**config.mk**
```make
export PLATFORM = sky130hd
export DESIGN_NAME = status_flag_reg
export DESIGN_NICKNAME = d
export VERILOG_FILES = /design/src/rtl/status_flag_pkg.sv /design/src/rtl/status_flag_decode.sv /design/src/rtl/status_arith_reg.sv /design/src/rtl/status_power_reg.sv /design/src/rtl/status_flag_reg.sv
export SDC_FILE = /design/constraint.sdc
export NUM_CORES = 1
export LEC_CHECK = 0
export ABC_AREA = 0
export BUFFER_PORTS_ARGS = -buffer_cell sky130_fd_sc_hd__buf_2
export CORE_MARGIN = 5
export CORE_UTILIZATION = 33
export DETAILED_ROUTE_END_ITERATION = 16
export GPL_TIMING_DRIVEN = 1
export PLACE_DENSITY = 0.72
export SLEW_MARGIN = 30
export SYNTH_ARGS = -nofsm -noshare
export SYNTH_HDL_FRONTEND = slang
export SYNTH_HIERARCHICAL = 1
export SYNTH_SLANG_ARGS = --single-unit
```
**constraint.sdc**
```tcl
create_clock -name clk -period 1.2 [get_ports clk]
set_input_delay 0.24 -clock clk [delete_from_list [all_inputs] [get_ports clk]]
set_output_delay 0.24 -clock clk [all_outputs]
set_load 0.01 [all_outputs]
```
**src/rtl/status_flag_pkg.sv**
```systemverilog
// Package: shared encodings for the status flag register.
// Assumes: the ALU-class encoding is fixed by the instruction decoder.
package status_flag_pkg;

    // ALU flag-update class driven by the decoder
    typedef enum logic [2:0] {
        ALU_NONE  = 3'd0,
        ALU_ADD   = 3'd1,
        ALU_SUB   = 3'd2,
        ALU_ROT   = 3'd3,
        ALU_LOGIC = 3'd4
    } alu_kind_e;

    // Bit positions inside the status byte
    localparam int BIT_C   = 0;
    localparam int BIT_AC  = 1;
    localparam int BIT_Z   = 2;
    localparam int BIT_OV  = 3;
    localparam int BIT_PD  = 4;
    localparam int BIT_TO  = 5;

    localparam int ARITH_N = 4;  // number of arithmetic flags
    localparam int USED_N  = 6;  // implemented bits

    // Arithmetic flags packed in status-bit order (c is bit 0)
    typedef struct packed {
        logic ov;
        logic z;
        logic ac;
        logic c;
    } arith_flags_t;

endpackage

```
**src/rtl/status_flag_decode.sv**
```systemverilog
// Module: status_flag_decode
// Purpose: turns one ALU flag strobe into candidate flag values and a
//          per-flag update mask. Purely combinational.
// Assumes: on subtraction the datapath reports borrows, not carries.
module status_flag_decode
    import status_flag_pkg::*;
#(
    parameter int DATA_W = 8
) (
    input  logic [2:0]        op,
    input  logic [DATA_W-1:0] res,
    input  logic              cy,
    input  logic              hc,
    input  logic              msb_cin,
    output arith_flags_t      val,
    output logic [ARITH_N-1:0] upd
);

    alu_kind_e kind;
    logic      res_zero;

    assign kind     = alu_kind_e'(op);
    assign res_zero = ~|res;

    // Select flag values and the mask of flags the operation owns
    always_comb begin
        val = '0;
        upd = '0;
        case (kind)
            ALU_ADD: begin
                val.c  = cy;
                val.ac = hc;
                val.z  = res_zero;
                val.ov = msb_cin ^ cy;
                upd    = 4'b1111;
            end
            ALU_SUB: begin
                val.c  = ~cy;
                val.ac = ~hc;
                val.z  = res_zero;
                val.ov = msb_cin ^ cy;
                upd    = 4'b1111;
            end
            ALU_ROT: begin
                val.c       = cy;
                upd[BIT_C]  = 1'b1;
            end
            ALU_LOGIC: begin
                val.z       = res_zero;
                upd[BIT_Z]  = 1'b1;
            end
            default: begin
                val = '0;
                upd = '0;
            end
        endcase
    end

endmodule

```
**src/rtl/status_arith_reg.sv**
```systemverilog
// Module: status_arith_reg
// Purpose: storage for carry, half-carry, zero and overflow. For each flag
//          an ALU update has priority over a software write.
// Assumes: synchronous active-low reset clears all flags.
module status_arith_reg
    import status_flag_pkg::*;
(
    input  logic               clk,
    input  logic               rst_n,
    input  arith_flags_t       alu_val,
    input  logic [ARITH_N-1:0] alu_upd,
    input  logic               wr_en,
    input  arith_flags_t       wr_val,
    output arith_flags_t       flags
);

    logic [ARITH_N-1:0] q;
    logic [ARITH_N-1:0] alu_bits;
    logic [ARITH_N-1:0] wr_bits;

    assign alu_bits = alu_val;
    assign wr_bits  = wr_val;
    assign flags    = arith_flags_t'(q);

    for (genvar i = 0; i < ARITH_N; i++) begin : g_flag
        // One flag: reset, then ALU, then software write, else hold
        always_ff @(posedge clk) begin
            if (!rst_n)
                q[i] <= 1'b0;
            else if (alu_upd[i])
                q[i] <= alu_bits[i];
            else if (wr_en)
                q[i] <= wr_bits[i];
        end
    end

endmodule

```
**src/rtl/status_power_reg.sv**
```systemverilog
// Module: status_power_reg
// Purpose: the protected power-down and time-out flags. Only reset and
//          the halt, watchdog-clear and expiry strobes change them.
// Assumes: the strobes are one-cycle pulses synchronous to clk.
module status_power_reg (
    input  logic clk,
    input  logic rst_n,
    input  logic halt_stb,
    input  logic wdt_clr_stb,
    input  logic wdt_tmo,
    output logic pd,
    output logic to
);

    // Power-down: halt sets it, watchdog-clear clears it, halt wins
    always_ff @(posedge clk) begin
        if (!rst_n)
            pd <= 1'b0;
        else if (halt_stb)
            pd <= 1'b1;
        else if (wdt_clr_stb)
            pd <= 1'b0;
    end

    // Time-out: expiry sets it, halt or watchdog-clear clears it, expiry wins
    always_ff @(posedge clk) begin
        if (!rst_n)
            to <= 1'b0;
        else if (wdt_tmo)
            to <= 1'b1;
        else if (halt_stb || wdt_clr_stb)
            to <= 1'b0;
    end

    AST_HALT_SETS_PD: assert property (@(posedge clk) disable iff (!rst_n)
        halt_stb |=> pd);
    AST_CLR_CLEARS_PD: assert property (@(posedge clk) disable iff (!rst_n)
        (wdt_clr_stb && !halt_stb) |=> !pd);
    AST_TMO_SETS_TO: assert property (@(posedge clk) disable iff (!rst_n)
        wdt_tmo |=> to);
    AST_TMO_KEEPS_PD: assert property (@(posedge clk) disable iff (!rst_n)
        (wdt_tmo && !halt_stb && !wdt_clr_stb) |=> $stable(pd));

endmodule

```
**src/rtl/status_flag_reg.sv**
```systemverilog
// Module: status_flag_reg (top)
// Purpose: 8-bit processor status byte. It holds the arithmetic flags fed
//          by ALU strobes and by software writes, and the protected power
//          flags fed by instruction and watchdog strobes.
// Assumes: the upper unimplemented bits read as zero, and a write only
//          reaches the arithmetic flags.
module status_flag_reg
    import status_flag_pkg::*;
#(
    parameter int DATA_W = 8,
    parameter int STS_W  = 8
) (
    input  logic              clk,
    input  logic              rst_n,
    input  logic [2:0]        alu_op,
    input  logic [DATA_W-1:0] alu_res,
    input  logic              alu_cy,
    input  logic              alu_hc,
    input  logic              alu_msb_cin,
    input  logic              wr_en,
    input  logic [STS_W-1:0]  wr_data,
    input  logic              halt_stb,
    input  logic              wdt_clr_stb,
    input  logic              wdt_tmo,
    output logic [STS_W-1:0]  status
);

    localparam int PAD_W = STS_W - USED_N;

    arith_flags_t       dec_val;
    logic [ARITH_N-1:0] dec_upd;
    arith_flags_t       wr_flags;
    arith_flags_t       flags;
    logic               pd;
    logic               to;

    assign wr_flags = arith_flags_t'(wr_data[ARITH_N-1:0]);

    status_flag_decode #(.DATA_W(DATA_W)) u_decode (
        .op      (alu_op),
        .res     (alu_res),
        .cy      (alu_cy),
        .hc      (alu_hc),
        .msb_cin (alu_msb_cin),
        .val     (dec_val),
        .upd     (dec_upd)
    );

    status_arith_reg u_arith (
        .clk     (clk),
        .rst_n   (rst_n),
        .alu_val (dec_val),
        .alu_upd (dec_upd),
        .wr_en   (wr_en),
        .wr_val  (wr_flags),
        .flags   (flags)
    );

    status_power_reg u_power (
        .clk         (clk),
        .rst_n       (rst_n),
        .halt_stb    (halt_stb),
        .wdt_clr_stb (wdt_clr_stb),
        .wdt_tmo     (wdt_tmo),
        .pd          (pd),
        .to          (to)
    );

    // Assemble the visible status byte with zero padding on top
    assign status = {{PAD_W{1'b0}}, to, pd, flags};

    AST_ADD_CARRY: assert property (@(posedge clk) disable iff (!rst_n)
        (alu_op == 3'd1) |=> (status[BIT_C] == $past(alu_cy)));
    AST_ZERO_FOLLOWS: assert property (@(posedge clk) disable iff (!rst_n)
        (alu_op == 3'd1 || alu_op == 3'd2 || alu_op == 3'd4)
        |=> (status[BIT_Z] == ($past(alu_res) == '0)));
    AST_SUB_CARRY: assert property (@(posedge clk) disable iff (!rst_n)
        (alu_op == 3'd2) |=> (status[BIT_C] != $past(alu_cy)));
    AST_ROT_KEEPS: assert property (@(posedge clk) disable iff (!rst_n)
        (alu_op == 3'd3 && !wr_en) |=> $stable(status[BIT_OV:BIT_AC]));
    AST_LOGIC_KEEPS: assert property (@(posedge clk) disable iff (!rst_n)
        (alu_op == 3'd4 && !wr_en)
        |=> ($stable(status[BIT_OV]) && $stable(status[BIT_AC:BIT_C])));
    AST_WRITE_NO_POWER: assert property (@(posedge clk) disable iff (!rst_n)
        (wr_en && (|wr_data[STS_W-1:BIT_PD]) && !halt_stb && !wdt_clr_stb && !wdt_tmo)
        |=> $stable(status[STS_W-1:BIT_PD]));

endmodule

```
### Word-level counts from Yosys, hierarchy flattened

Index checks and enable logic that the tools add are counted.

* $add $sub $neg: 0
* order comparisons: 0
* div/mod/pow operators: 0
* shift-type cells: 0
* bitwise gates (word level): 3
* reductions and logical operators: 12
* equality and inequality tests: 4
* multiplexer cells: 19
* $mul: 0

Operator list (number)
* 1-bit two-way mux: 17
* 2-bit nonzero test: 5
* 8-bit OR reduction: 1
* 3-bit by 2-bit == test with 1-bit output (second input constant): 2
* 3-bit OR reduction: 2
* 1-bit one-hot mux with 2 select lines: 2
* 2-bit OR reduction: 2
* 3-bit by 1-bit == test with 1-bit output (second input constant): 1
* 3-bit == test (second input constant): 1
* 1-bit inverter: 2
* 1-bit zero test: 1
* 1-bit logical OR: 1
* 1-bit XOR: 1

* bits in read-only memories: 0
* RAM bits: 0
* logic and storage cells: 44
* memories kept: 0
* bits of input ports: 28
* bits in registers: 6
* output and inout bits: 8
* latch bits: 0

### Longest topological paths before layout

Gate-level depths: netlist of the first run.

* word-level depth: 4
* gate-level depth with buffers: 6
* mapped depth without buffers: 4

### Modules after synthesis

Netlist of the first run, hierarchy kept.

Modules (own cells, without submodules)
* status_arith_reg: cells each 16, area each 190.2 um^2, instances 1, seq. area each 80.1 um^2
* status_flag_decode: cells each 21, area each 145.1 um^2, instances 1, seq. area each 0.0 um^2
* status_power_reg: cells each 6, area each 73.8 um^2, instances 1, seq. area each 40.0 um^2
* status_flag_reg: cells each 5, area each 33.8 um^2, instances 1, seq. area each 0.0 um^2

### Worst setup path after synthesis of the first run

No wires, ideal clock.

* kind: in2reg
* from: input port alu_op[0]
* to: register u_arith.q[1], in the netlist u_arith/flags[1]
* path slack: 0.069 ns
* data required time: 1.142 ns
* arrival: 1.073 ns
* stages: 5
* library setup time: 0.058 ns
* cell sequence: buf_6 -> or3b_1 -> a21oi_2 -> nand2b_1 -> o211a_1

RTL lines
* start: declaration: line status_flag_reg.sv:15 `input logic [2:0] alu_op,`
* end signal: indexed assignment: line status_arith_reg.sv:31 `q[i] <= alu_bits[i];`
* end signal: indexed assignment: line status_arith_reg.sv:33 `q[i] <= wr_bits[i];`
* end: declaration: line status_arith_reg.sv:17 `logic [ARITH_N-1:0] q;`

### Final worst setup path of the first run

* from: register u_arith.q[1], in the netlist u_arith/flags[1]
* to: output port status[1]

RTL lines
* end: declaration: line status_flag_reg.sv:25 `output logic [STS_W-1:0] status`

No word-level cell between the ends.

==> results by stage, run 1 <==
Clocking:
- The clock latency at the later pin of the worst-skew pair is 0.24 ns.
- The clock root buffer is sky130_fd_sc_hd__clkbuf_4.
- Once the clock tree was built, the setup fixing pass inserted 0 buffers.
- The clock tree buffer depth is 2.
- TritonCTS built the clock tree.
- Counting the buffers created by CTS gives 3.
- The number of buffers inserted for hold repair after clock tree synthesis is 0.
- After clock tree synthesis, the repair step resized 0 gates.
- The maximum level of the CTS H-tree is 1.
- Clock-pin slew was measured on the worst setup and hold paths at 0.05 ns.
- The sink count of the clock tree is 6.

Worst setup path:
- The launching element type of the critical path is a flop.
- The worst setup path is of the flop to output pin kind.
- Traced cell by cell, the critical path runs through buf_2.
- Together, buffers and inverters on the worst path number 1.
- Of all nets on the critical path, the largest fanout is 2.
- STA classifies the critical path endpoint as an output pin.
- The data required time at the worst endpoint is 0.96 ns.
- The slowest stage of the critical path is the sky130_fd_sc_hd__dfxtp_1 cell.
- The beginning of the worst register-to-register path is u_arith/flags[1].
- The stage delay of the slowest cell on the critical path is 0.32 ns.
- The beginning of the critical path is u_arith/flags[1].
- The data arrival time of the worst path is 0.70 ns.
- Broken down by cell family, the worst path's largest delay share belongs to flip-flops.

Logic synthesis:
- The sequential cell area fraction in the yosys report is 0.271.
- The average instance in the mapped netlist occupies 9.23 um^2.
- For this run, the number of Yosys warnings is 6.
- Synthesis handed over a netlist of 48 instances.
- Summing every instance area after synthesis gives 443 um^2.
- Counting distinct cell types in the post-synthesis netlist gives 23.
- Counting flops and latches in the post-synthesis netlist gives 6.

Routing:
- After detailed routing, the average wire length per cell comes to 10.3 um.
- The starting DRC count in detailed routing is 5.
- In the routed design, unresolved DRC markers number 0.
- The average vias per placed instance is 4.54.
- The routed wire length is 952 um.
- The detailed router placed 418 vias in this run.
- In this run the remaining antenna-violating nets after routing total 0.
- The length of the first detailed-routing pass in iterations is 4.

STA:
- The number of hold-slack violations in the final timing report is 0.
- Setup repair after global routing left no endpoint under its margin.
- The ratio of final minimum period to clock period is 0.782.
- Adding up every negative setup slack in the final design gives 0 ns.
- Setup violations remaining at the end of the flow were counted as 0.
- The clock period could shrink to 0.939 ns.
- Derived from the worst setup path, the maximum achievable clock frequency is 1070 MHz.
- The final clock skew is 0 ns.
- The worst setup margin is 0.261 ns.
- The final count of pins violating max slew is 0.

Die:
- The floorplan die area is 0.00217 mm^2.
- In this run the count of I/O pins placed on the die edge is 36.
- The height of the die is 46.6 um.
- The core footprint is 0.00128 mm^2.
- The initial utilization of the core area, before any placement, comes to 0.345.
- In this run the core area contains 13 standard-cell rows.
- The die is 46.6 um wide.

Placed design:
- In this run the tool buffered the top-level ports with 29 buffer cells.
- The instance area at placement is 579 um^2.
- The post-DP HPWL is 821 um.
- The congestion estimate from routability-driven global placement came to 0.672.
- Prior to clock tree synthesis, the placed netlist has a worst setup slack of 0.00405 ns.

Power and ir drop:
- IR analysis of the VDD net gives a maximum drop of 426 uV.
- The power per unit of standard cell area is 918 mW/mm^2.
- The leakage power figure is 0.325 nW.

Flow run:
- The max-capacitance violation count is 0.

Final layout:
- The final non-filler cell area is 602 um^2.
- The library cell used most frequently in the layout, excluding fill and tap cells, is sky130_fd_sc_hd__buf_2.
- The share of layout cells above drive strength 1 is 0.481.
- Leaving out fill and tap cells, the most frequent cells in the layout are 29 x sky130_fd_sc_hd__buf_2, 6 x sky130_fd_sc_hd__dfxtp_1, 4 x sky130_fd_sc_hd__mux2_1, 4 x sky130_fd_sc_hd__nand2b_1, 4 x sky130_fd_sc_hd__o211a_1.
- The number of antenna diodes in the final layout is 0.
- The layout filler cell count is 133.
- The final layout contains 107 nets.
- From synthesis to final layout, the design area changed by 35.9%.

Global routing:
- The pin count of the biggest net entering global routing is 8.
- The leftover overflow at the end of global routing is 0.
- The wire length of the first global-routing pass is 1440 um.
- In the global route stage, overall resource usage came out at 0.0953.
- The number of global-route vias before repair was 380.
- The number of antenna violations at the first check in global routing is 0.

Status:
- The flow ran to the end, and the final reports show no timing, DRC or antenna violations.

Hold path:
- In this run the worst hold path is classified as input pin to flop.
- In this run the most critical hold path is launched from wdt_tmo.
-- final cells by class --
| class | count | area [um^2] | area share |
|---|---|---|---|
| clock buffer | 3 | 22.5 | 0.0374 |
| multi-input combinational | 36 | 273 | 0.453 |
| sequential | 6 | 120 | 0.200 |
| tap | 15 | 18.8 | 0.0312 |
| timing repair buffer | 32 | 168 | 0.279 |
-- report_power, final --
part	internal [mW]	leakage [nW]	switching, mW
Combinational	0.0824	0.261	0.0681
Clock	0.113	0.0138	0.0676
Sequential	0.216	0.0499	0.00563
-- per-stage QoR --
step,util,power (mW),instances,hold slack (ns)
6_report,0.468,0.553,92,0.212
5_1_grt,0.468,0.600,92,0.207
4_1_cts,0.468,0.563,92,0.205
3_5_place_dp,0.451,0.377,89,0.454
3_3_place_gp,0.451,0.373,89,0.452
2_1_floorplan,-,0.319,49,0.358
-- cell families after synthesis --
family          count (synthesis)  share of synthesized area
simple gates                   16                      0.229
mux                             4                      0.102
compound gates                 11                      0.209
flops                           6                      0.271
other cells                     1                    0.00847
buf+inv                         7                      0.121
xor+xnor                        3                     0.0593
-- sequential cells by signal, summed over array words and instances (netlist names) --
register       cells
u_arith/flags      4
u_power/to         1
u_power/pd         1
-- synthesized netlist by cell type --
| cell type | n | area [um^2] |
|---|---|---|
| sky130_fd_sc_hd__dfxtp_1 | 6 | 120 |
| sky130_fd_sc_hd__buf_4 | 5 | 37.5 |
| sky130_fd_sc_hd__mux2_1 | 4 | 45.0 |
| sky130_fd_sc_hd__nand2b_1 | 4 | 25.0 |
| sky130_fd_sc_hd__o211a_1 | 4 | 40.0 |
| sky130_fd_sc_hd__nor2_1 | 3 | 11.3 |
| sky130_fd_sc_hd__o21a_1 | 3 | 22.5 |
| sky130_fd_sc_hd__nor4_1 | 2 | 12.5 |
| sky130_fd_sc_hd__or3b_1 | 2 | 17.5 |
| sky130_fd_sc_hd__xnor2_1 | 2 | 17.5 |
| sky130_fd_sc_hd__a21oi_1 | 1 | 5.00 |
| sky130_fd_sc_hd__a21oi_2 | 1 | 8.76 |
| sky130_fd_sc_hd__buf_6 | 1 | 11.3 |
| sky130_fd_sc_hd__clkbuf_2 | 1 | 5.00 |
| sky130_fd_sc_hd__conb_1 | 1 | 3.75 |
| sky130_fd_sc_hd__nand2_1 | 1 | 3.75 |
| sky130_fd_sc_hd__nand3b_1 | 1 | 7.51 |
| sky130_fd_sc_hd__nor2b_1 | 1 | 6.26 |
| sky130_fd_sc_hd__nor3_1 | 1 | 5.00 |
| sky130_fd_sc_hd__nor3b_2 | 1 | 12.5 |
| sky130_fd_sc_hd__o2111a_1 | 1 | 11.3 |
| sky130_fd_sc_hd__o21ai_0 | 1 | 5.00 |
| sky130_fd_sc_hd__xor2_1 | 1 | 8.76 |
-- metal layers --
layer | vias up | share of wire | track usage
met5 | - | 0 | 0
met1 | 166 | 0.44 | 0.122
li1 | 224 | - | -
met4 | 0 | 0 | 0.0994
met2 | 28 | 0.44 | 0.126
met3 | 0 | 0.12 | 0.0156
-- worst paths after layout --
kind	endpoint	slack, ns	cells past startpoint
max	status[1]	0.26	1
min	u_power/to	0.21	2
max reg2reg	u_arith/flags[1]	0.31	2
min reg2reg	u_power/pd	0.57	2
Note: power is estimated with default switching activity, not from simulation.
==> inputs of run 2 (changes only) <==
==> constraint.sdc (replaced) <==
create_clock -name clk -period 0.8 [get_ports clk]
set_input_delay 0.16 -clock clk [delete_from_list [all_inputs] [get_ports clk]]
set_output_delay 0.16 -clock clk [all_outputs]
set_load 0.01 [all_outputs]
==> run 2 against run 1 <==
Compared with the run above:
- the run now ends with setup timing left
- combinational power grew 74%
- sequential share of layout area shrank 0.42 points
- register-to-register slack lost 0.40 ns
- global-route usage grew 0.85 points
- final cell count is the same
- flip-flop and latch count is the same
- first-iteration DRC count shrank 60%
==> results by stage, run 2 (same netlist as run 1, synthesis figures left out) <==
Global routing:
- The met1 usage is 0.119.
- The met3 usage in global routing is 0.0273.
- The met2 global-route usage is 0.151.
- The pin count of the biggest net entering global routing is 8.
- The leftover overflow at the end of global routing is 0.
- The wire length of the first global-routing pass is 1550 um.
- The number of antenna violations at the first check in global routing was 0.
- The number of global-route vias before repair is 420.
- The layer flagged by global routing as most heavily used is met2.
- The total global-route track usage is 0.104.

Die:
- After floorplanning, the core was divided into 13 placement rows.
- The core region is 0.00128 mm^2.
- The height of the die is 46.6 um.
- The horizontal die dimension is 46.6 um.
- For this configuration, the core starts out at a cell density of 0.345.
- The number of ports placed on the die boundary is 36.
- The floorplan step defined a die boundary enclosing 0.00217 mm^2.

Routing:
- The routed design has 995 um of wire.
- Summing over every cut layer, the via total after detailed routing is 429.
- The detailed router finished its first iteration with 2 violations.
- In the routed layout, each cell is associated on average with a via count of 4.66.
- The remaining routing DRC violations is 0.
- The detail route stage leaves a number of antenna-violating nets equal to 0.
- For this run, the detailed router's first-pass iteration total came to 2.
- The average wire per standard cell is 10.8 um.

STA:
- Setup violations remaining at the end of the flow were counted as 10.
- Setup repair after global routing could not meet its margin everywhere.
- The final clock skew is 0 ns.
- In the finished design, the share of the clock period the worst path needs comes to 1.12.
- The worst setup margin is -0.0922 ns.
- The top achievable clock speed is 1120 MHz.
- The smallest clock period supported by the final layout is computed as 0.892 ns.
- The number of hold-slack violations in the final timing report is 0.
- The post-route setup TNS is -0.497 ns.
- The final count of pins violating max slew came to 0.
- The final hold slack is 0.137 ns.

Worst setup path:
- The worst register-to-register path has a depth of 2.
- On the worst path, the slowest cell contributes a delay of 0.31 ns.
- Counting buffers and inverters, the worst setup path is 2 cells deep.
- The cell type group with the largest total delay on the critical path is flip-flops.
- Walking the worst path, the cells encountered are mux2_4 > o211a_1.
- The number of buffers and inverters on the critical path is 0.
- The data required time at the worst endpoint is 0.93 ns.
- Of all nets on the critical path, the largest fanout is 2.
- The worst setup path is captured at a flop.
- The highest-delay cell along the critical path is sky130_fd_sc_hd__dfxtp_2.
- The worst setup path is launched from a flop.
- The critical path class is flop to flop.
- The data arrival time of the worst path is 1.02 ns.

Hold path:
- The count of cells along the worst hold path is 2.
- In this run the worst hold path is classified as input pin to flop.

Clocking:
- The clock transition time at the flip-flop clock pins of the worst setup and hold paths is 0.04 ns.
- The total clock buffers created by CTS is 3.
- In this run the number of H-tree levels came out at 1.
- The CTS tree is yes.
- The clock root buffer is sky130_fd_sc_hd__clkbuf_4.
- The clock latency at the later pin of the worst-skew pair is 0.24 ns.
- Counting along the longest clock path gives a buffer depth of 2.
- CTS saw 6 sinks.
- The number of setup buffers added after CTS is 0.

Final layout:
- The layout filler cell count is 122.
- Once layout is complete, the utilization of the core stands at 0.508.
- The area of all sequential standard cells is 128 um^2.
- The filler-free cell count of the finished design is 92.
- The antenna diode count is 0.
- In the final layout, the share of cells above drive strength 1 is 0.623.
- Leaving out fill and tap cells, the most frequent cell in the layout is sky130_fd_sc_hd__buf_2.
- The flip-flop count of the largest register after layout is 4.
- Leaving out fill and tap cells, the most frequent cells in the layout are 25 x sky130_fd_sc_hd__buf_2, 6 x sky130_fd_sc_hd__dfxtp_2.
- In the final layout, the multi-input gates occupy 292 um^2.
- The layout overhead on the synthesized area is 47.5%.
- After the last flow step, the layout net total stands at 107.

Power and ir drop:
- In this run the static leakage power is 0.343 nW.
- The power per unit of standard cell area is 1340 mW/mm^2.
- The maximum vdd drop is 471 uV.

Placed design:
- Once placement completed, the tool counted placed cells totaling 89.
- The post-DP HPWL is 819 um.
- The number of input and output port buffers inserted is 29.
- The congestion estimate from routability-driven global placement came to 0.695.

Status:
- The run finished, with violations left.
- The checks that failed: setup timing.

Flow run:
- The max-capacitance violation count is 0.
==> run 2: cell count changes in the layout (fill, tap and decap cells not counted), moves of 4 or more <==
cell and delta:
sky130_fd_sc_hd__dfxtp_1 -6, sky130_fd_sc_hd__dfxtp_2 +6, sky130_fd_sc_hd__buf_6 +4, sky130_fd_sc_hd__mux2_1 -4
sky130_fd_sc_hd__buf_2 -4, sky130_fd_sc_hd__mux2_4 +4
==> run 2: timing repair <==
| item | in CTS | in global routing |
|---|---|---|
| hold endpoints to repair | 0 | 0 |
| gates resized for setup | 9 | 6 |
| hold buffers | 0 | 0 |
| endpoints found under the setup margin | 10 | 10 |
| pin swaps | 4 | 4 |
==> run 2: through the flow <==
stage	power, mW	worst slack (ns)	cell area [um^2]
2_1_floorplan	0.485	-0.197	459
3_3_place_gp	0.561	-0.266	579
3_5_place_dp	0.566	-0.287	579
4_1_cts	0.873	-0.0996	628
5_1_grt	0.942	-0.109	653
6_report	0.873	-0.0922	653
==> run 2: final timing paths <==
| path | from | to | slack (ns) |
|---|---|---|---|
| worst min register to register | u_power/pd | u_power/pd | 0.58 |
| worst min-delay path | wdt_tmo | u_power/to | 0.14 |
| worst max register to register | u_arith/flags[3] | u_arith/flags[3] | -0.09 |
| worst max-delay path | u_arith/flags[3] | u_arith/flags[3] | -0.09 |
==> run 2: power by group <==
group / total, mW / switching, mW / leakage [nW] / internal (mW)
registers: 0.343 / 0.0133 / 0.0516 / 0.329
clock network: 0.267 / 0.0979 / 0.0138 / 0.169
logic: 0.263 / 0.107 / 0.277 / 0.156
==> run 2: layer usage <==
layer	up-vias	wire length [um]
met2	28	393
met4	0	26
met3	2	150
met5	-	0
li1	224	-
met1	175	424
==> run 2: worst register-to-register path: cells and delay by family, from the launching register on <==
kind               cells  cell delay [ns]
muxes                  1             0.26
DFF                    1             0.31
AOI/OAI and AO/OA      1             0.21
==> run 2: final cells by class <==
type | instances | share of cell area
tap | 15 | 0.0287
multi-input combinational | 36 | 0.446
sequential | 6 | 0.195
timing repair buffer | 32 | 0.295
clock buffer | 3 | 0.0345
